### config.mk
export PLATFORM = sky130hd
export DESIGN_NAME = cfgFwdDecode
export DESIGN_NICKNAME = d
export VERILOG_FILES = /design/src/rtl/cfgFwdPkg.sv /design/src/rtl/cfgFwdCtrl.sv /design/src/rtl/cfgFwdData.sv /design/src/rtl/cfgFwdDecode.sv
export SDC_FILE = /design/constraint.sdc
export NUM_CORES = 1
export LEC_CHECK = 0
export ABC_AREA = 1
export BUFFER_PORTS_ARGS = -buffer_cell sky130_fd_sc_hd__buf_2
export CORE_UTILIZATION = 50
export DETAILED_ROUTE_END_ITERATION = 6
export GPL_ROUTABILITY_DRIVEN = 0
export GPL_TIMING_DRIVEN = 1
export PLACE_DENSITY = 0.84
export SLEW_MARGIN = 10
export SYNTH_ARGS = -nofsm -noshare
export SYNTH_HDL_FRONTEND = slang
export SYNTH_SLANG_ARGS = --single-unit
### constraint.sdc
create_clock -name clk -period 3.9 [get_ports clk]
set_input_delay 0.39 -clock clk [delete_from_list [all_inputs] [get_ports clk]]
set_output_delay 0.39 -clock clk [all_outputs]
set_load 0.01 [all_outputs]
### src/rtl/cfgFwdPkg.sv
package cfgFwdPkg;

  localparam int ADDR_W    = 32;
  localparam int BUS_W     = 8;
  localparam int DEV_W     = 5;
  localparam int REG_W     = 6;
  localparam int SEL_LSB   = 16;

  typedef enum logic [1:0] {
    FWD_IGNORE  = 2'b00,
    FWD_TYPE0   = 2'b01,
    FWD_TYPE1   = 2'b10,
    FWD_SPECIAL = 2'b11
  } fwdKind_e;

  localparam logic [3:0] CMD_CFG_RD = 4'b1010;
  localparam logic [3:0] CMD_CFG_WR = 4'b1011;

  typedef struct packed {
    logic     load;
    fwdKind_e kind;
    logic     burst;
  } ctrlStrobes_t;

endpackage

### src/rtl/cfgFwdCtrl.sv
module cfgFwdCtrl
  import cfgFwdPkg::*;
#(
  parameter int BUS_BITS = BUS_W,
  parameter int DEV_BITS = DEV_W,
  parameter int REG_BITS = REG_W
) (
  input  logic                clk,
  input  logic                rst,
  input  logic                addrStrobe,
  input  logic [3:0]          cmdCode,
  input  logic [1:0]          typeBits,
  input  logic                burstReq,
  input  logic [BUS_BITS-1:0] busNum,
  input  logic [DEV_BITS-1:0] devNum,
  input  logic [REG_BITS-1:0] regNum,
  input  logic [BUS_BITS-1:0] secBus,
  input  logic [BUS_BITS-1:0] subBus,
  output ctrlStrobes_t        ctl,
  output logic                decodeValid,
  output fwdKind_e            outcome
);

  localparam logic [DEV_BITS-1:0] DEV_BCAST = {DEV_BITS{1'b1}};

  logic     isCfgCmd;
  logic     isHier;
  logic     onSecondary;
  logic     inWindow;
  fwdKind_e nextKind;

  always_comb begin
    isCfgCmd    = (cmdCode == CMD_CFG_RD) || (cmdCode == CMD_CFG_WR);
    isHier      = isCfgCmd && (typeBits == 2'b01);
    onSecondary = (busNum == secBus);
    inWindow    = (busNum > secBus) && (busNum <= subBus);
    nextKind    = FWD_IGNORE;
    if (isHier) begin
      if (onSecondary) begin
        if ((devNum == DEV_BCAST) && (regNum != '0)) nextKind = FWD_SPECIAL;
        else                                          nextKind = FWD_TYPE0;
      end else if (inWindow) begin
        nextKind = FWD_TYPE1;
      end
    end
  end

  always_comb begin
    ctl.load  = addrStrobe;
    ctl.kind  = nextKind;
    ctl.burst = burstReq;
  end

  always_ff @(posedge clk) begin
    if (rst) begin
      decodeValid <= 1'b0;
      outcome     <= FWD_IGNORE;
    end else begin
      decodeValid <= addrStrobe;
      if (addrStrobe) outcome <= nextKind;
    end
  end

  // valid follows the strobe by one edge
  p_valid_follows_r2: assert property (@(posedge clk) disable iff (rst)
    addrStrobe |=> decodeValid);
  p_valid_single_r2: assert property (@(posedge clk) disable iff (rst)
    !addrStrobe |=> !decodeValid);
  // result holds between strobes
  p_outcome_hold_r2: assert property (@(posedge clk) disable iff (rst)
    !addrStrobe |=> $stable(outcome));
  // a non-configuration command never yields a decode
  p_cmd_gate_r1: assert property (@(posedge clk) disable iff (rst)
    (addrStrobe && cmdCode[3:1] != 3'b101) |=> (outcome == FWD_IGNORE));

endmodule

### src/rtl/cfgFwdData.sv
module cfgFwdData
  import cfgFwdPkg::*;
#(
  parameter int AW      = ADDR_W,
  parameter int DEV_BITS = DEV_W,
  parameter int SEL_BASE = SEL_LSB
) (
  input  logic         clk,
  input  logic         rst,
  input  ctrlStrobes_t ctl,
  input  logic [AW-1:0] adWord,
  output logic [AW-1:0] downAddr,
  output logic         expectAbort,
  output logic         delayedTxn,
  output logic         burstExceeded
);

  localparam int SEL_N   = AW - SEL_BASE;
  localparam int DEV_LSB = 11;
  localparam int GAP_W   = SEL_BASE - DEV_LSB;
  localparam int KEEP_W  = DEV_LSB - 2;

  logic [SEL_N-1:0]   selVec;
  logic [DEV_BITS-1:0] devField;
  logic [AW-1:0]      type0Addr;
  logic [AW-1:0]      nextAddr;
  logic               nextAbort;
  logic               nextDelayed;
  logic               nextBurst;

  assign devField = adWord[DEV_LSB +: DEV_BITS];

  genvar gi;
  generate
    for (gi = 0; gi < SEL_N; gi++) begin : g_sel
      if (gi < (1 << DEV_BITS)) begin : g_hit
        assign selVec[gi] = (devField == DEV_BITS'(gi));
      end else begin : g_none
        assign selVec[gi] = 1'b0;
      end
    end
  endgenerate

  assign type0Addr = {selVec, {GAP_W{1'b0}}, adWord[2 +: KEEP_W], 2'b00};

  always_comb begin
    nextAddr    = '0;
    nextAbort   = 1'b0;
    nextDelayed = 1'b0;
    nextBurst   = 1'b0;
    unique case (ctl.kind)
      FWD_TYPE0: begin
        nextAddr    = type0Addr;
        nextAbort   = (selVec == '0);
        nextDelayed = 1'b1;
        nextBurst   = ctl.burst;
      end
      FWD_TYPE1, FWD_SPECIAL: nextAddr = adWord;
      default: ;
    endcase
  end

  always_ff @(posedge clk) begin
    if (rst) begin
      downAddr      <= '0;
      expectAbort   <= 1'b0;
      delayedTxn    <= 1'b0;
      burstExceeded <= 1'b0;
    end else if (ctl.load) begin
      downAddr      <= nextAddr;
      expectAbort   <= nextAbort;
      delayedTxn    <= nextDelayed;
      burstExceeded <= nextBurst;
    end
  end

  // at most one device-select line on a conversion
  p_sel_onehot_r4: assert property (@(posedge clk) disable iff (rst)
    delayedTxn |-> $onehot0(downAddr[AW-1:SEL_BASE]));
  // converted word has a zero type field
  p_low_bits_r4: assert property (@(posedge clk) disable iff (rst)
    delayedTxn |-> (downAddr[1:0] == 2'b00));
  // abort flag only with an empty select field
  p_abort_empty_r8: assert property (@(posedge clk) disable iff (rst)
    expectAbort |-> (delayedTxn && downAddr[AW-1:SEL_BASE] == '0));
  // burst flag implies a delayed conversion
  p_burst_conv_r9: assert property (@(posedge clk) disable iff (rst)
    burstExceeded |-> delayedTxn);

endmodule

### src/rtl/cfgFwdDecode.sv
module cfgFwdDecode
  import cfgFwdPkg::*;
#(
  parameter int AW       = ADDR_W,
  parameter int BUS_BITS = BUS_W
) (
  input  logic                clk,
  input  logic                rst,
  input  logic                addrStrobe,
  input  logic [AW-1:0]       adWord,
  input  logic [3:0]          cmdCode,
  input  logic                burstReq,
  input  logic [BUS_BITS-1:0] secBus,
  input  logic [BUS_BITS-1:0] subBus,
  output logic                decodeValid,
  output logic [1:0]          outcome,
  output logic [AW-1:0]       downAddr,
  output logic                expectAbort,
  output logic                delayedTxn,
  output logic                burstExceeded
);

  ctrlStrobes_t ctl;
  fwdKind_e     outcomeQ;

  cfgFwdCtrl #(.BUS_BITS(BUS_BITS), .DEV_BITS(DEV_W), .REG_BITS(REG_W)) u_ctrl (
    .clk        (clk),
    .rst        (rst),
    .addrStrobe (addrStrobe),
    .cmdCode    (cmdCode),
    .typeBits   (adWord[1:0]),
    .burstReq   (burstReq),
    .busNum     (adWord[16 +: BUS_BITS]),
    .devNum     (adWord[11 +: DEV_W]),
    .regNum     (adWord[2 +: REG_W]),
    .secBus     (secBus),
    .subBus     (subBus),
    .ctl        (ctl),
    .decodeValid(decodeValid),
    .outcome    (outcomeQ)
  );

  cfgFwdData #(.AW(AW), .DEV_BITS(DEV_W), .SEL_BASE(SEL_LSB)) u_data (
    .clk          (clk),
    .rst          (rst),
    .ctl          (ctl),
    .adWord       (adWord),
    .downAddr     (downAddr),
    .expectAbort  (expectAbort),
    .delayedTxn   (delayedTxn),
    .burstExceeded(burstExceeded)
  );

  assign outcome = outcomeQ;

  // abort flag and outcome agree across control and datapath
  p_abort_kind_r8: assert property (@(posedge clk) disable iff (rst)
    expectAbort |-> (outcomeQ == FWD_TYPE0));
  // delayed marking only on conversions
  p_delayed_kind_r9: assert property (@(posedge clk) disable iff (rst)
    delayedTxn == (outcomeQ == FWD_TYPE0));
  // ignore outcome leaves the address word clear
  p_ignore_clear_r10: assert property (@(posedge clk) disable iff (rst)
    (outcomeQ == FWD_IGNORE) |-> (downAddr == '0 && !expectAbort));

endmodule

==> flow_summary.yaml <==
timing:
  drv_slew: 0
  fin_crit_sh_pct: 51.6
  fin_crit_ps: 2010
  tns_ps: 0
  fmax_mhz: 497
  grt_setup_unrepaired: "no"
  worst_slew_pin_slew_ps: 684
  setup_viol: 0
  fin_worst_skew_ps: 0
  hold_viol: 0
  relSlewSlack_pct: 54.4
clock_tree:
  ctsHoldBuffers: 0
  cts-root-buf: "clkbuf_8"
  numCtsBuffers: 5
  clockBufferDepth: 2
  post_cts_resized: 0
  post_cts_buffers: 0
  clk-insertion-delay-late_ps: 280
  clkTransAtPathRegs_ps: 70
  clkSinkCount: 38
  cts-htree-levels: 2
  cts_tree: "built"
yosys:
  syn_area_mm2: 0.00217
  synthDistinctLibCells: 30
  synth_common_cells: "nand2_1, dfxtp_1, nor2_1"
  syn-num-nets: 392
  yosys.area.top_type_share_pct: 35.1
  synth_edf_count: 0
  synth-seq-area-share_pct: 35.1
  synthFlopType: "dfxtp_1"
  syn-instance-count: 320
  synth_area_leader_cell: "dfxtp_1"
  synth_area_leaders: "dfxtp_1, nand2_1, ha_1"
  ys_ff_latch: 38
  syn_avg_cell_area_um2: 6.77
  synthArstFlopShare_pct: 0
  ys_warn_count: 0
  synth.most_common_cell: "nand2_1"
placed_design:
  dpl-instance-area_mm2: 0.00265
  port_buffers: 92
  dp_hpwl_um: 4280
power_and_ir_drop:
  seqPwrFrac_pct: 51.5
  p_leak_nw: 1.49
  combPwrFrac_pct: 15.2
  swShare_pct: 26.8
  ir_drop_uv: 242
  internal_power_mw: 0.555
  p_sw_mw: 0.203
  power_per_cell_area_mw_per_mm2: 278
  clkPwrFrac_pct: 33.4
layout:
  final_area_mm2: 0.00272
  syn_to_final_growth_pct: 25.7
  drive_gt1_share_pct: 29.5
  fin_nets: 482
  diodes: 0
die:
  fp.coreArea_mm2: 0.00409
  die_area_mm2: 0.00460
  num_io_pins: 94
  die_w_um: 67.8
  initial_core_util_pct: 53.0
  die_h_um: 67.8
  std_cell_rows: 23
global_routing:
  grt-ovfl-total: 0
  antenna_found_initial: 0
  grt_pass1_wl_um: 8680
  track_usage_pct: 24.8
  grt_pass1_vias: 2029
  grt_max_degree: 30
detailed_routing:
  first_pass_iters: 4
  first_iter_violations: 157
  drc: 0
  wl_per_cell_um: 11.9
  vias_per_cell: 4.93
  vias: 2267
  antenna_left: 0
  routed_wl_um: 5490
worst_setup_path:
  crit_arrival_ps: 2240
  worst_ep_required_time_ps: 4130
  path_class: "input pin to register"
  start_kind: "input pin"
  worstSetupEndpointType: "register"
  cp_max_fo: 19
worst_hold_path:
  hold_class: "input pin to register"
run_status:
  outcome: "completed"
run:
  drv_cap: 0
-- logic make-up (layout without fill, tap and decap cells) --
| logic type | after synthesis | in the layout | share of synthesized area, % |
|---|---|---|---|
| simple gates | 189 | 189 | 38.3 |
| buf+inv | 43 | 133 | 8.14 |
| flops | 38 | 38 | 35.1 |
| compound gates | 34 | 34 | 9.18 |
| fa+ha+maj | 16 | 16 | 9.24 |
-- flip-flops by register name (all words and copies together) (netlist names) --
register,cells
u_data.burstExceeded,1
u_ctrl.decodeValid,1
u_data.expectAbort,1
u_data.downAddr,32
u_data.delayedTxn,1
u_ctrl.outcome,2
-- area by class of cell --
| type | count | area (µm²) |
|---|---|---|
| clock buffers | 5 | 68.8 |
| clock inverters | 2 | 10.0 |
| fillers | 375 | 1360 |
| inverters | 33 | 124 |
| multi-input cells | 239 | 1230 |
| flip-flops and latches | 38 | 761 |
| well taps | 50 | 62.6 |
| repair buffers | 93 | 468 |
-- power groups by stage --
| stage | combinational [mW] | clock, mW | sequential [mW] |
|---|---|---|---|
| final | 0.115 | 0.253 | 0.390 |
| after global routing | 0.129 | 0.276 | 0.390 |
| after floorplan | 0.0633 | 0 | 0.400 |
| after CTS | 0.115 | 0.257 | 0.390 |
| after global placement | 0.108 | 0 | 0.399 |
| after detailed placement | 0.114 | 0 | 0.399 |
-- placed cells by master (no fill, tap or decap), drive strengths merged --
cell type	Yosys	routed
nand2	136	136
buf	4	93
dfxtp	38	38
nor2	33	33
inv	32	32
a21oi	28	28
ha	16	16
nand3	8	8
nand4	7	7
clkbuf	6	5
nor3	3	3
clkinv	1	3
o21ai	2	2
nor4	2	2
a21o	1	1
o21a	1	1
o31ai	1	1
a21boi	1	1
-- worst max-delay path, cell delays in order --
cell and delay (ps):
buf_2 120, ha_1 320, nand2_1 90, nor2_2 50, nand4_2 90, inv_1 100
a21oi_1 140, nand2_1 110, nand2_2 90, nand3_4 140, nor2_8 300, nand2_1 110
nand2_1 70, nand2_1 50, nand2_1 70
-- worst paths after layout --
kind	start	to	slack (ps)	cells past startpoint
setup / recovery	adWord[21]	u_data.downAddr[18]$_SDFFE_PP0P_	1890	15
hold / removal	adWord[10]	u_data.downAddr[10]$_SDFFE_PP0P_	340	3
hold reg to reg	u_data.downAddr[1]$_SDFFE_PP0P_	u_data.downAddr[1]$_SDFFE_PP0P_	450	2
setup reg to reg	u_data.downAddr[17]$_SDFFE_PP0P_	u_data.downAddr[17]$_SDFFE_PP0P_	3210	4
-- metal layers --
metal / vias to the layer above / wire, µm / global-route usage (%)
met1: 1002 / 2380 / 31.2
met4: 0 / 36 / 7.81
met5: - / 0 / 0
met3: 4 / 298 / 4.17
li1: 1183 / - / -
met2: 78 / 2770 / 42.9
-- per-stage QoR --
step,power [mW],setup slack (ps),util (%),hold slack (ps),instances
2_1_floorplan,0.463,2020,-,464,320
3_3_place_gp,0.507,1710,64.7,425,453
3_5_place_dp,0.513,1620,64.7,432,453
4_1_cts,0.762,1920,66.7,341,460
5_1_grt,0.795,1770,66.7,357,460
6_report,0.758,1890,66.7,342,460
(Power assumes the default switching activity.)
